File: src/rtl/rmon_pkg.sv
// Package: shared constants and the code-to-ratio mapping for the frame
// ratio monitor. Assumes ratios are either 2 or 3 times a power of two.
package rmon_pkg;
    localparam int NUM_RATIOS = 6;
    localparam int CODE_W     = 3;
    localparam logic [CODE_W-1:0] CODE_RESET = 3'b010;

    // Ratio for a code: odd codes are 3*2^k, even codes 2*2^k, k = code/2 + 6.
    function automatic int ratio_of(input int code);
        int base;
        base = (code % 2 == 1) ? 3 : 2;
        return base << ((code / 2) + 6);
    endfunction
endpackage

File: src/rtl/rmon_edge_sync.sv
// Module: brings the asynchronous frame clock into the master-clock domain
// through two flops and flags each rising edge for one cycle.
// Assumes the frame clock stays high and low for at least two master clocks.
module rmon_edge_sync (
    input  logic clk,
    input  logic rst_n,
    input  logic async_in,
    output logic rise_pulse
);
    logic meta_q, sync_q, prev_q;

    // Synchroniser chain plus one delay stage used for edge detection.
    always_ff @(posedge clk) begin
        if (!rst_n) begin
            meta_q <= 1'b0;
            sync_q <= 1'b0;
            prev_q <= 1'b0;
        end else begin
            meta_q <= async_in;
            sync_q <= meta_q;
            prev_q <= sync_q;
        end
    end

    assign rise_pulse = sync_q & ~prev_q;


    single_pulse_chk: assert property (@(posedge clk) disable iff (!rst_n)
        rise_pulse |=> !rise_pulse);
endmodule

File: src/rtl/rmon_period_counter.sv
// Module: counts master clocks between synchronised frame-clock rising edges.
// The first edge after reset only arms the counter. The count saturates at
// SAT_VAL so that a stopped frame clock reads as out of range.
module rmon_period_counter #(
    parameter int CNT_W   = 10,
    parameter int SAT_VAL = 801
) (
    input  logic             clk,
    input  logic             rst_n,
    input  logic             rise,
    output logic             meas_strobe,
    output logic [CNT_W-1:0] meas_count,
    output logic             stalled
);
    localparam logic [CNT_W-1:0] SAT = CNT_W'(SAT_VAL);

    logic             armed_q;
    logic [CNT_W-1:0] cnt_q;

    // Arms on the first edge; afterwards restarts at 1 on every edge.
    always_ff @(posedge clk) begin
        if (!rst_n) begin
            armed_q <= 1'b0;
            cnt_q   <= '0;
        end else if (rise) begin
            armed_q <= 1'b1;
            cnt_q   <= CNT_W'(1);
        end else if (armed_q && cnt_q != SAT) begin
            cnt_q   <= cnt_q + CNT_W'(1);
        end
    end

    assign meas_strobe = rise & armed_q;
    assign meas_count  = cnt_q;
    assign stalled     = armed_q & (cnt_q == SAT) & ~rise;


    count_sat_chk: assert property (@(posedge clk) disable iff (!rst_n)
        cnt_q <= SAT);

    restart_chk: assert property (@(posedge clk) disable iff (!rst_n)
        rise |=> (meas_count == CNT_W'(1)));
endmodule

File: src/rtl/rmon_ratio_classifier.sv
// Module: matches a measured period against the supported ratios within a
// +/-TOL window; the lowest ratio wins where windows overlap.
// The 128 and 192 ratios exist only when IS_DAC is set.
module rmon_ratio_classifier #(
    parameter int CNT_W  = 10,
    parameter int TOL    = 32,
    parameter bit IS_DAC = 1'b1
) (
    input  logic                         clk,
    input  logic                         rst_n,
    input  logic [CNT_W-1:0]             count,
    output logic                         cls_valid,
    output logic [rmon_pkg::CODE_W-1:0]  cls_code
);
    import rmon_pkg::*;

    localparam int EW = CNT_W + 2;
    localparam logic [EW-1:0] TOL_E = EW'(TOL);

    logic [NUM_RATIOS-1:0] hit;
    logic [EW-1:0]         cnt_e;

    assign cnt_e = EW'(count);

    // One window comparator per ratio; ADC-only builds drop the two lowest.
    for (genvar gi = 0; gi < NUM_RATIOS; gi++) begin : g_win
        localparam logic [EW-1:0] RAT = EW'(ratio_of(gi));
        localparam bit ENABLED = IS_DAC || (gi >= 2);
        if (ENABLED) begin : g_on
            assign hit[gi] = (cnt_e + TOL_E >= RAT) && (cnt_e <= RAT + TOL_E);
        end else begin : g_off
            assign hit[gi] = 1'b0;
        end
    end

    // Priority pick of the lowest matching ratio.
    always_comb begin
        cls_code = CODE_RESET;
        for (int i = NUM_RATIOS - 1; i >= 0; i--) begin
            if (hit[i]) cls_code = CODE_W'(i);
        end
    end

    assign cls_valid = |hit;


    window_bound_chk: assert property (@(posedge clk) disable iff (!rst_n)
        (cls_valid && count != '0) |->
            ((cnt_e + TOL_E >= EW'(ratio_of(int'(cls_code)))) &&
             (cnt_e <= EW'(ratio_of(int'(cls_code))) + TOL_E)));

    path_set_chk: assert property (@(posedge clk) disable iff (!rst_n)
        (cls_valid && !IS_DAC) |-> (cls_code >= CODE_W'(2)));
endmodule

File: src/rtl/rmon_lock_ctrl.sv
// Module: declares lock after two consecutive periods that classify to the
// same ratio. Drops lock on any failing period or a stalled frame clock.
// The reported code keeps the last locked ratio.
module rmon_lock_ctrl (
    input  logic                         clk,
    input  logic                         rst_n,
    input  logic                         meas_strobe,
    input  logic                         stalled,
    input  logic                         cls_valid,
    input  logic [rmon_pkg::CODE_W-1:0]  cls_code,
    output logic                         locked,
    output logic [rmon_pkg::CODE_W-1:0]  ratio_code
);
    import rmon_pkg::*;

    logic              cand_ok_q;
    logic [CODE_W-1:0] cand_q;

    // Candidate tracking and the lock decision made on each measurement.
    always_ff @(posedge clk) begin
        if (!rst_n) begin
            cand_ok_q  <= 1'b0;
            cand_q     <= CODE_RESET;
            locked     <= 1'b0;
            ratio_code <= CODE_RESET;
        end else if (stalled) begin
            cand_ok_q  <= 1'b0;
            locked     <= 1'b0;
        end else if (meas_strobe) begin
            cand_ok_q  <= cls_valid;
            cand_q     <= cls_code;
            if (cls_valid && cand_ok_q && cls_code == cand_q) begin
                locked     <= 1'b1;
                ratio_code <= cls_code;
            end else begin
                locked     <= 1'b0;
            end
        end
    end


    lock_on_edge_chk: assert property (@(posedge clk) disable iff (!rst_n)
        (locked && !$past(locked)) |-> $past(meas_strobe && cls_valid));

    fail_unlock_chk: assert property (@(posedge clk) disable iff (!rst_n)
        (meas_strobe && !cls_valid) |=> !locked);

    stall_unlock_chk: assert property (@(posedge clk) disable iff (!rst_n)
        stalled |=> !locked);

    code_hold_chk: assert property (@(posedge clk) disable iff (!rst_n)
        !locked |=> ($stable(ratio_code) || locked));
endmodule

File: src/rtl/frame_ratio_monitor.sv
// Module (top): slave-mode master-clock to frame-clock ratio detector for one
// audio path. IS_DAC selects the supported ratio set and the oversampling rule.
// Assumes clk is the master clock and frame_clk is asynchronous to it.
module frame_ratio_monitor #(
    parameter bit IS_DAC    = 1'b1,
    parameter int SAMPLE_W  = 24,
    parameter int TOL       = 32,
    parameter int MAX_RATIO = 768
) (
    input  logic                        clk,
    input  logic                        rst_n,
    input  logic                        frame_clk,
    input  logic                        adc_osr_sel,
    input  logic [SAMPLE_W-1:0]         sample_in,
    output logic [SAMPLE_W-1:0]         sample_out,
    output logic [rmon_pkg::CODE_W-1:0] ratio_code,
    output logic                        locked,
    output logic                        osr_64
);
    import rmon_pkg::*;

    localparam int SAT_VAL = MAX_RATIO + TOL + 1;
    localparam int CNT_W   = $clog2(SAT_VAL + 1);

    logic             rise;
    logic             meas_strobe;
    logic             stalled;
    logic [CNT_W-1:0] meas_count;
    logic             cls_valid;
    logic [CODE_W-1:0] cls_code;

    rmon_edge_sync u_sync (
        .clk        (clk),
        .rst_n      (rst_n),
        .async_in   (frame_clk),
        .rise_pulse (rise)
    );

    rmon_period_counter #(.CNT_W(CNT_W), .SAT_VAL(SAT_VAL)) u_cnt (
        .clk         (clk),
        .rst_n       (rst_n),
        .rise        (rise),
        .meas_strobe (meas_strobe),
        .meas_count  (meas_count),
        .stalled     (stalled)
    );

    rmon_ratio_classifier #(.CNT_W(CNT_W), .TOL(TOL), .IS_DAC(IS_DAC)) u_cls (
        .clk       (clk),
        .rst_n     (rst_n),
        .count     (meas_count),
        .cls_valid (cls_valid),
        .cls_code  (cls_code)
    );

    rmon_lock_ctrl u_lock (
        .clk         (clk),
        .rst_n       (rst_n),
        .meas_strobe (meas_strobe),
        .stalled     (stalled),
        .cls_valid   (cls_valid),
        .cls_code    (cls_code),
        .locked      (locked),
        .ratio_code  (ratio_code)
    );

    // Pass samples while locked; otherwise keep the last one (zero after reset).
    always_ff @(posedge clk) begin
        if (!rst_n)      sample_out <= '0;
        else if (locked) sample_out <= sample_in;
    end

    // Oversampling choice: the DAC follows the ratio, the ADC follows the input.
    if (IS_DAC) begin : g_osr_dac
        assign osr_64 = (ratio_code == 3'b000) || (ratio_code == 3'b001);
    end else begin : g_osr_adc
        assign osr_64 = adc_osr_sel;
    end


    hold_when_unlocked_chk: assert property (@(posedge clk) disable iff (!rst_n)
        !locked |=> $stable(sample_out));

    pass_when_locked_chk: assert property (@(posedge clk) disable iff (!rst_n)
        locked |=> (sample_out == $past(sample_in)));

    adc_code_range_chk: assert property (@(posedge clk) disable iff (!rst_n)
        (!IS_DAC && locked) |-> (ratio_code >= 3'b010));
endmodule

File: config.mk
export PLATFORM = sky130hd
export DESIGN_NAME = frame_ratio_monitor
export DESIGN_NICKNAME = d
export VERILOG_FILES = /design/src/rtl/rmon_pkg.sv /design/src/rtl/rmon_edge_sync.sv /design/src/rtl/rmon_period_counter.sv /design/src/rtl/rmon_ratio_classifier.sv /design/src/rtl/rmon_lock_ctrl.sv /design/src/rtl/frame_ratio_monitor.sv
export SDC_FILE = /design/constraint.sdc
export NUM_CORES = 1
export LEC_CHECK = 0
export BUFFER_PORTS_ARGS = -buffer_cell sky130_fd_sc_hd__clkbuf_2
export CAP_MARGIN = 20
export CORE_ASPECT_RATIO = 0.75
export CORE_MARGIN = 1.5
export CORE_UTILIZATION = 35
export CTS_BUF_LIST = sky130_fd_sc_hd__clkbuf_2
export CTS_CLUSTER_SIZE = 16
export DETAILED_ROUTE_END_ITERATION = 8
export PLACE_DENSITY = 0.67
export SYNTH_ARGS = -nofsm -noshare
export SYNTH_HDL_FRONTEND = slang
export SYNTH_SLANG_ARGS = --single-unit
File: constraint.sdc
create_clock -name clk -period 3.1 [get_ports clk]
set_input_delay 0.465 -clock clk [delete_from_list [all_inputs] [get_ports clk]]
set_output_delay 0.465 -clock clk [all_outputs]
set_load 0.05 [all_outputs]
==> impl_results.md, run 1 <==
* PwrDens at 347 mW/mm2
* Largest net degree at the start of global routing at 42
* Area contributors post-synth: dfxtp_1 41%, mux2i_1 13%, nor2b_1 7.4%, nor2_1 3.0%, ha_1 2.8%
* Avg WL per Cell at 12.0 um
* Max-slew violation count at 0
* Drt total wl at 4420 um
* Initial antenna violation count at 0
* Antenna Cells at 0
* Syn Std Cell Area at 0.00227 mm2
* Die Height at 72.7 um
* Share of cells above drive strength 1 at 28.3%
* Headroom to the max-slew limit at 54.9%
* CTS Buf Count at 5
* Critical Path Sink: u_lock.ratio_code[1]$_SDFFE_PN1P_
* Post-synthesis async set-or-reset flop share at 0%
* Post-route cell area at 0.00264 mm2
* Final Skew at 0.0361 ns
* Synth cell types at 50
* Post-DP Area at 0.00259 mm2
* Clock Tree Root: clkbuf_2
* Setup tns final at 0 ns
* Final #Nets at 318
* Overall fraction of global-route tracks in use at 13.3%
* Post-synthesis average cell area at 9.66 um2
* Vias at 1736
* RSZ-0062 raised after global routing: no
* Placer Congestion at 0.783
* Crit. Startpoint: u_cnt.meas_count[6]$_SDFFE_PP0P_
* Worst-path clk slew at 0.27 ns
* LEAKAGE at 1.02 nW
* First-pass detailed-route iteration total at 4
* Worst setup path class: flop to flop
* Initial core utilization at 36.1%
* Top FF cell, synth: dfxtp_1
* Hold-fix buffers at CTS at 0
* Worst-Margin Slew at 0.676 ns
* Clock sinks at 46
* DP Wirelength at 3180 um
* Worst skew pair latency at 0.46 ns
* Number of max-cap violations at 0
* Global-route wire length before repair at 7350 um
* Detailed Route Iter0 Violations at 101
* FF-to-FF End: u_lock.ratio_code[1]$_SDFFE_PN1P_
* R2R Path Start: u_cnt.meas_count[6]$_SDFFE_PP0P_
* Seq/Total Area, Yosys at 40.6%
* Post-synth EDFFs at 0
* FF-to-FF setup slack at 0.43 ns
* Worst VDD drop at 176 uV
* Full die area at 0.00698 mm2
* Die width at 96.0 um
* Layout area overhead at 16.5%
* R2r worst-path depth at 8
* # rows at 25
* Startpoint Class: flop
* Period minus WS final at 2.67 ns
* Top cell type's share of synthesized area at 40.6%
* Final Hold Violating Endpoints at 0
* Port bufs at 55
* Final setup fails at 0
* Worst hold-check path type: input port to flop
* Grt ovf at 0
* Design Power at 0.000916 W
* Top Ports at 57
* Setup Buffers After CTS at 0
* CP endpoint kind: flop
* Remaining antenna violation count after routing at 0
* Vias per cell at 4.73
* Critical Path AT at 3.04 ns
* Ys Warns at 0
* Core footprint at 0.00629 mm2
* CP required at 3.47 ns
* Vias in the first global route at 1604
* H-tree levels at 2
* Post-synth net total at 268
* Synth Instances at 235
* Yosys reg bits at 46
* Fmax at 374 MHz
* Crit path max fanout at 12
* DP Worst Slack at 0.501 ns
* Clock tree buffer depth at 2
* Drt drc at 0
* Post-route insts no fill at 367
* # resized after CTS at 0
* Fin crit share at 86.3%
* # placed instances at 359
* Status: complete, no violations
* Worst setup margin at 0.426 ns
* Synth area leader: dfxtp_1
* CTS tree: built
==> placed cells by master, fill, tap and decap left out, types with 2 or more instances in the layout <==
cell type and n:
nor2b_1 27, a21oi_1 2, mux2_4 2, mux2i_1 29, xnor2_1 6, o21ai_1 2
xor2_1 3, o21a_1 4, nand3_1 2, inv_1 7, clkbuf_2 60, nor2_1 18
buf_4 3, dfxtp_1 46, nand4_1 3, clkinvlp_4 2, nor3b_1 2, ha_1 5
o21ai_0 5, nand2b_1 7, nor3_1 2, a21oi_2 2, nand2_1 12, and3_1 3
and3b_1 2, and2_1 6
==> critical path, stage by stage, from the launching register on <==
cell and delay (ns):
dfxtp_1 0.56, ha_1 0.44, nor4b_1 0.28, a41oi_1 0.08, o21ai_1 0.16, nand2b_1 0.21
mux2_4 0.32, o221a_4 0.26, mux2_4 0.30
==> Yosys cell counts (4+ instances only) <==
master    number
nor2b_1       27
mux2i_1       29
inv_1          7
nor2_1        18
buf_2          5
o21a_1         4
o21ai_0        5
xnor2_1        6
ha_1           5
clkbuf_1       8
nand2b_1       7
nand2_1       12
and2_1         6
dfxtp_1       46
==> sequential cells by signal, summed over array words and instances (netlist names) <==
name / count
sample_out: 24
u_cnt.armed_q: 1
u_cnt.meas_count: 10
u_lock.cand_ok_q: 1
u_lock.cand_q: 3
u_lock.locked: 1
u_lock.ratio_code: 3
u_sync.meta_q: 1
u_sync.prev_q: 1
u_sync.sync_q: 1
==> cell families after synthesis <==
| family | synth area share, % |
|---|---|
| compound gates | 8.71 |
| simple gates | 25.5 |
| buf+inv | 4.41 |
| fa+ha+maj | 3.20 |
| mux | 14.1 |
| flops | 40.6 |
| xor+xnor | 3.47 |
==> worst min-delay path by stage <==
stage	startpoint	end	slack (ns)	cells after the start
after floorplan	u_sync.meta_q$_SDFF_PN0_	u_sync.sync_q$_SDFF_PN0_	0.41	1
after global placement	u_sync.meta_q$_SDFF_PN0_	u_sync.sync_q$_SDFF_PN0_	0.42	1
after detailed placement	u_sync.meta_q$_SDFF_PN0_	u_sync.sync_q$_SDFF_PN0_	0.42	1
after CTS	frame_clk	u_sync.meta_q$_SDFF_PN0_	0.19	2
after global routing	frame_clk	u_sync.meta_q$_SDFF_PN0_	0.14	2
final	frame_clk	u_sync.meta_q$_SDFF_PN0_	0.19	2
==> where the power goes <==
group	total [W]	leakage (nW)	switching (W)	internal (W)
Sequential	0.000603	0.371	0.00000548	0.000598
Clock	0.000273	0.0256	0.000215	0.0000576
Combinational	0.0000403	0.619	0.0000177	0.0000226
==> routing by layer <==
| layer | track usage, % | routed length, um |
|---|---|---|
| met1 | 19.4 | 2360 |
| met2 | 18.6 | 1860 |
| met3 | 2.81 | 120 |
| met4 | 5.88 | 78 |
| met5 | 0 | 0 |
==> cell type report <==
cell class | count | area, um2
Fill cell | 618 | 3640
Multi-Input combinational cell | 167 | 1250
Sequential cell | 46 | 921
Timing Repair Buffer | 58 | 298
Tap cell | 81 | 101
Inverter | 7 | 26.3
Clock buffer | 5 | 25.0
Clock inverter | 3 | 23.8
==> metrics by stage <==
| step | hold WS [ns] | util [%] |
|---|---|---|
| after floorplan | 0.412 | - |
| after global placement | 0.418 | 41.3 |
| after detailed placement | 0.418 | 41.3 |
| after CTS | 0.187 | 42.0 |
| after global routing | 0.138 | 42.0 |
| final | 0.194 | 42.0 |
Power figures use the tool's default switching activity.
==> inputs of run 2 (changes only) <==
==> constraint.sdc (replaced) <==
create_clock -name clk -period 3.1 [get_ports clk]
set_input_delay 0.62 -clock clk [delete_from_list [all_inputs] [get_ports clk]]
set_output_delay 0.62 -clock clk [all_outputs]
set_load 0.05 [all_outputs]
==> run 2 against run 1 <==
  * Critical path depth stayed put
  * Final area is 0.76% higher
  * Setup slack worse by 0.025 ns
  * Register-to-register slack worse by 0.02 ns
  * Sequential power hardly changed
  * Critical endpoint unchanged
  * Largest cell class unchanged
  * Highest routed layer unchanged
==> impl_results.md, run 2 (same netlist as run 1, synthesis figures left out) <==
* CP required at 3.44 ns (-0.03 ns)
* Clock sinks at 46 (unchanged)
* Vias per cell at 4.69 (-0.92%)
* Detailed Route Iter0 Violations at 89 (-12%)
* Crit path buf inv count at 0 (unchanged)
* Initial core utilization at 36.1% (unchanged)
* Vias in the first global route at 1572 (-2.0%)
* Min-Delay Startpoint: frame_clk
* Largest net degree at the start of global routing at 42 (unchanged)
* Number of max-cap violations at 0 (unchanged)
* LEAKAGE at 1.03 nW (+1.7%)
* FF-to-FF setup slack at 0.40 ns (-0.02 ns)
* Worst hold-check path type: input port to flop
* R2r worst-path depth at 8 (unchanged)
* Most frequent cells in the layout: 60 x clkbuf_2, 46 x dfxtp_1, 29 x mux2i_1
* First-pass detailed-route iteration total at 4 (unchanged)
* Initial antenna violation count at 0 (unchanged)
* Critical Path AT at 3.04 ns (about the same)
* Share of cells above drive strength 1 at 28.3% (unchanged)
* Top delay family on crit path: multiplexers
* Design Power at 0.000984 W (+7.4%)
* Worst-Margin Slew at 0.633 ns (-0.0430 ns)
* Fmax at 371 MHz (-0.91%)
* Status: complete, no violations
* Final Hold Violating Endpoints at 0 (unchanged)
* Hold Path Depth at 2 (unchanged)
* # placed instances at 359 (unchanged)
* Top Ports at 57 (unchanged)
* Worst-path clk slew at 0.25 ns (-0.02 ns)
* Core footprint at 0.00629 mm2 (unchanged)
* Worst skew pair latency at 0.41 ns (-0.05 ns)
* Metal3 WL at 116 um (-3.3%)
* Worst VDD drop at 214 uV (+22%)
* Headroom to the max-slew limit at 57.8% (+2.9 points)
* Max FFs per register at 24 (unchanged)
* Overall fraction of global-route tracks in use at 12.9% (-0.43 points)
* Hold-fix buffers at CTS at 0 (unchanged)
* Antenna Cells at 0 (unchanged)
* Post-route cell area at 0.00266 mm2 (+0.76%)
* CTS Buf Count at 5 (unchanged)
* Startpoint Class: flop
* Post-DP Area at 0.00259 mm2 (unchanged)
* Max-slew violation count at 0 (unchanged)
* Period minus WS final at 2.70 ns (+0.0247 ns)
* Setup tns final at 0 ns (unchanged)
* Slowest cell on crit path: dfxtp_1
* Vias at 1720 (-0.92%)
* PwrDens at 370 mW/mm2 (+6.6%)
* Most used cell, CP: mux2_4
* DP Wirelength at 3230 um (+1.7%)
* Clock Tree Root: clkbuf_2
* Layout area overhead at 17.4%
* CP max stage delay at 0.56 ns (about the same)
* Fin crit share at 87.1% (+0.80 points)
* CP endpoint kind: flop
* Commonest non-fill, non-tap cell in the layout: clkbuf_2
* Setup Buffers After CTS at 0 (unchanged)
* Met2 WL at 1880 um (+1.0%)
* End of the worst hold path: u_sync.meta_q$_SDFF_PN0_
* Placer Congestion at 0.816 (+4.2%)
* Remaining antenna violation count after routing at 0 (unchanged)
* Filler cells at 649 (+5.0%)
* # rows at 25 (unchanged)
* Drt drc at 0 (unchanged)
* Clock tree buffer depth at 2 (unchanged)
* Wl on met1 at 2290 um (-3.0%)
* Worst setup path class: flop to flop
* Min Hold Slack at 0.383 ns (+0.189 ns)
* # resized after CTS at 0 (unchanged)
* Post-route insts no fill at 367 (unchanged)
* CTS tree: built
* Top sig layer: met4
* H-tree levels at 2 (unchanged)
* Drt total wl at 4330 um (-1.9%)
* Crit-path cells: ha_1 > nor4b_1 > a41oi_1 > o21ai_1 > nand2b_1 > mux2_4 > o221a_4 > mux2_4
* Final setup fails at 0 (unchanged)
* Die width at 96.0 um (unchanged)
* Avg WL per Cell at 11.8 um (-1.9%)
* Crit path max fanout at 12 (unchanged)
* R2R Path Start: u_cnt.meas_count[6]$_SDFFE_PP0P_
* Port bufs at 55 (unchanged)
* Final #Nets at 318 (unchanged)
* Die Height at 72.7 um (unchanged)
* FF-to-FF End: u_lock.ratio_code[1]$_SDFFE_PN1P_
* Final Skew at 0.0203 ns (-0.0158 ns)
* Grt ovf at 0 (unchanged)
* Biggest register: sample_out
* Full die area at 0.00698 mm2 (unchanged)
* Global-route wire length before repair at 7130 um (-2.9%)
* RSZ-0062 raised after global routing: no
run 2: worst max-delay path by stage:
stage	startpoint	end	slack [ns]	cells past startpoint
floorplan	u_cnt.meas_count[6]$_SDFFE_PP0P_	u_lock.ratio_code[1]$_SDFFE_PN1P_	0.77	10
global placement	u_cnt.meas_count[6]$_SDFFE_PP0P_	u_lock.ratio_code[1]$_SDFFE_PN1P_	0.53	8
detailed placement	u_cnt.meas_count[6]$_SDFFE_PP0P_	u_lock.ratio_code[1]$_SDFFE_PN1P_	0.39	8
CTS	u_cnt.meas_count[6]$_SDFFE_PP0P_	u_lock.ratio_code[1]$_SDFFE_PN1P_	0.39	8
global route	u_cnt.meas_count[6]$_SDFFE_PP0P_	u_lock.ratio_code[1]$_SDFFE_PN1P_	0.20	8
finish	u_cnt.meas_count[6]$_SDFFE_PP0P_	u_lock.ratio_code[1]$_SDFFE_PN1P_	0.40	8
run 2: layout make-up:
type	count	area (um2)	share of cell area, %
clock inverters	3	43.8	1.64
well taps	81	101	3.80
multi-input cells	167	1250	46.9
clock buffers	5	25.0	0.939
inverters	7	26.3	0.986
flip-flops and latches	46	921	34.6
repair buffers	58	298	11.2
run 2: per-layer routing:
metal  up-vias  track usage [%]
met1       792             18.4
met4         0             4.25
li1        897                -
met3         6             2.92
met2        25             19.1
met5         -                0
run 2: power by group:
group          switching, W  total (W)  leakage, nW  internal (W)
logic             0.0000175  0.0000401        0.619     0.0000226
clock network      0.000203   0.000342       0.0433      0.000138
registers        0.00000513   0.000603        0.371      0.000597
total              0.000226   0.000984         1.03      0.000758
run 2: per-stage QoR:
stage / worst slack (ns) / util (%)
2_1_floorplan: 0.774 / -
3_3_place_gp: 0.531 / 41.3
3_5_place_dp: 0.388 / 41.3
4_1_cts: 0.388 / 42.4
5_1_grt: 0.202 / 42.4
6_report: 0.401 / 42.4
run 2: worst reg2reg max path, stage by stage, from the launching register on:
cell and delay [ns]:
dfxtp_1 0.56, ha_1 0.44, nor4b_1 0.32, a41oi_1 0.09, o21ai_1 0.15, nand2b_1 0.22
mux2_4 0.32, o221a_4 0.26, mux2_4 0.30
==> inputs of run 3 (changes only) <==
--- a/config.mk
+++ b/config.mk
@@ -10,7 +10,6 @@
 export CORE_ASPECT_RATIO = 0.75
 export CORE_MARGIN = 1.5
 export CORE_UTILIZATION = 35
-export CTS_BUF_LIST = sky130_fd_sc_hd__clkbuf_2
 export CTS_CLUSTER_SIZE = 16
 export DETAILED_ROUTE_END_ITERATION = 8
 export PLACE_DENSITY = 0.67
==> run 3 against run 2 <==
  * Count of clock-buffer cells in the layout unchanged
  * Critical path depth unchanged
  * Register-to-register slack about the same
  * Routed wire length shrank 0.12%
  * Global-route usage decreased by 0.13 points
  * Total power increased by 11%
  * Die area unchanged
==> impl_results.md, run 3 (same netlist as run 1, synthesis figures left out) <==
* Port bufs at 55 (unchanged)
* Drt total wl at 4330 um (-0.12%)
* Vias in the first global route at 1572 (unchanged)
* Full die area at 0.00698 mm2 (unchanged)
* Initial core utilization at 36.1% (unchanged)
* Die width at 96.0 um (unchanged)
* Largest net degree at the start of global routing at 42 (unchanged)
* Startpoint Class: flop
* LEAKAGE at 1.05 nW (+1.5%)
* Top Ports at 57 (unchanged)
* Final setup fails at 0 (unchanged)
* Worst-Margin Slew at 0.636 ns (+0.00230 ns)
* PwrDens at 404 mW/mm2 (+9.4%)
* Worst setup path class: flop to flop
* Initial antenna violation count at 0 (unchanged)
* Fin crit share at 87.4% (+0.29 points)
* Met3 usage at 3.02% (+0.10 points)
* Max FFs per register at 24 (unchanged)
* Overall fraction of global-route tracks in use at 12.7% (-0.13 points)
* Clock sinks at 46 (unchanged)
* Avg WL per Cell at 11.8 um (-0.12%)
* Period minus WS final at 2.71 ns (+0.00894 ns)
* Hold-fix buffers at CTS at 0 (unchanged)
* DP Wirelength at 3230 um (unchanged)
* Drt drc at 0 (unchanged)
* Worst skew pair latency at 0.30 ns (-0.11 ns)
* Share of cells above drive strength 1 at 28.3% (unchanged)
* Filler cells at 638 (-1.7%)
* Remaining antenna violation count after routing at 0 (unchanged)
* Met2 usage at 19.0% (-0.078 points)
* Final Skew at 0.00845 ns (-0.0119 ns)
* Core footprint at 0.00629 mm2 (unchanged)
* Crit path max fanout at 12 (unchanged)
* Fmax at 369 MHz (-0.33%)
* # resized after CTS at 0 (unchanged)
* Crit. Startpoint: u_cnt.meas_count[6]$_SDFFE_PP0P_
* First-pass detailed-route iteration total at 4 (unchanged)
* Biggest register: sample_out
* # rows at 25 (unchanged)
* CTS tree: built
* Final #Nets at 318 (unchanged)
* Min-Delay Startpoint: u_sync.meta_q$_SDFF_PN0_
* Hold Path Depth at 1 (-1)
* Antenna Cells at 0 (unchanged)
* Headroom to the max-slew limit at 57.6% (-0.15 points)
* R2r worst-path depth at 8 (unchanged)
* Layout area overhead at 19.3%
* Most frequent cells in the layout: 55 x clkbuf_2, 46 x dfxtp_1, 29 x mux2i_1
* Min Hold Slack at 0.448 ns (+0.0653 ns)
* RSZ-0062 raised after global routing: no
* Max-slew violation count at 0 (unchanged)
* Critical Path AT at 2.90 ns (-0.14 ns)
* Register area at 921 um2 (unchanged)
* Vias per cell at 4.73 (+0.99%)
* Grt ovf at 0 (unchanged)
* Busiest grt layer: met2
* Area of the multi-input gates at 0.00125 mm2 (unchanged)
* Setup tns final at 0 ns (unchanged)
* CTS Buf Count at 5 (unchanged)
* R2R Path Start: u_cnt.meas_count[6]$_SDFFE_PP0P_
* FF-to-FF setup slack at 0.39 ns (about the same)
* Worst VDD drop at 176 uV (-18%)
* Detailed Route Iter0 Violations at 86 (-3.4%)
* Clock tree buffer depth at 2 (unchanged)
* H-tree levels at 2 (unchanged)
* Number of max-cap violations at 0 (unchanged)
* Routing usage on met1 at 18.4% (unchanged)
* Global-route wire length before repair at 7110 um (-0.29%)
* Die Height at 72.7 um (unchanged)
* Setup Buffers After CTS at 0 (unchanged)
* Worst-path clk slew at 0.10 ns (-0.15 ns)
* Clock Tree Root: clkbuf_8
* Final Hold Violating Endpoints at 0 (unchanged)
* Status: complete, no violations
* Vias at 1737 (+0.99%)
* CP endpoint kind: flop
* Worst hold-check path type: flop to flop
* Placer Congestion at 0.816 (unchanged)
* Commonest non-fill, non-tap cell in the layout: clkbuf_2
* CP required at 3.29 ns (-0.15 ns)
[run 3: cell counts in the layout (fill, tap and decap cells not counted)]
Identical to the previous run, type by type.
[run 3: worst max-delay path, stage by stage, from the launching register on]
cell	delay, ns
dfxtp_1	0.51
ha_1	0.44
nor4b_1	0.32
a41oi_1	0.09
o21ai_1	0.15
nand2b_1	0.22
mux2_4	0.32
o221a_4	0.26
mux2_4	0.30
[run 3: area by class of cell]
| class | instances | share of cell area (%) |
|---|---|---|
| repair buffers | 58 | 11.0 |
| multi-input cells | 167 | 46.1 |
| flip-flops and latches | 46 | 34.0 |
| inverters | 7 | 0.970 |
| clock inverters | 3 | 1.62 |
| well taps | 81 | 3.74 |
| clock buffers | 5 | 2.54 |
[run 3: path summary, 6_finish.rpt]
| path | to |
|---|---|
| max | u_lock.ratio_code[1]$_SDFFE_PN1P_ |
| min | u_sync.sync_q$_SDFF_PN0_ |
| max reg2reg | u_lock.ratio_code[1]$_SDFFE_PN1P_ |
| min reg2reg | u_sync.sync_q$_SDFF_PN0_ |
[run 3: layer usage]
layer | vias to the layer above | routed length (um) | part of all wire (%)
li1 | 900 | - | -
met1 | 810 | 2280 | 53
met2 | 23 | 1890 | 44
met3 | 4 | 114 | 2.6
met4 | 0 | 38 | 0.88
met5 | - | 0 | 0
[run 3: power by group]
part	internal (W)	switching, W	leakage [nW]
Combinational	0.0000226	0.0000175	0.619
Sequential	0.000594	0.00000517	0.371
Clock	0.000242	0.000213	0.0585
Total	0.000859	0.000235	1.05
[run 3: metrics by stage]
| stage | worst slack (ns) | cell area [um2] | util, % | total power [W] | cells |
|---|---|---|---|---|---|
| CTS | 0.383 | 2710 | 43.1 | 0.00111 | 367 |
| finish | 0.392 | 2710 | 43.1 | 0.00109 | 367 |
| floorplan | 0.774 | 2270 | - | 0.000634 | 235 |
| global placement | 0.531 | 2590 | 41.3 | 0.000654 | 359 |
| detailed placement | 0.388 | 2590 | 41.3 | 0.000654 | 359 |
| global route | 0.202 | 2710 | 43.1 | 0.00114 | 367 |
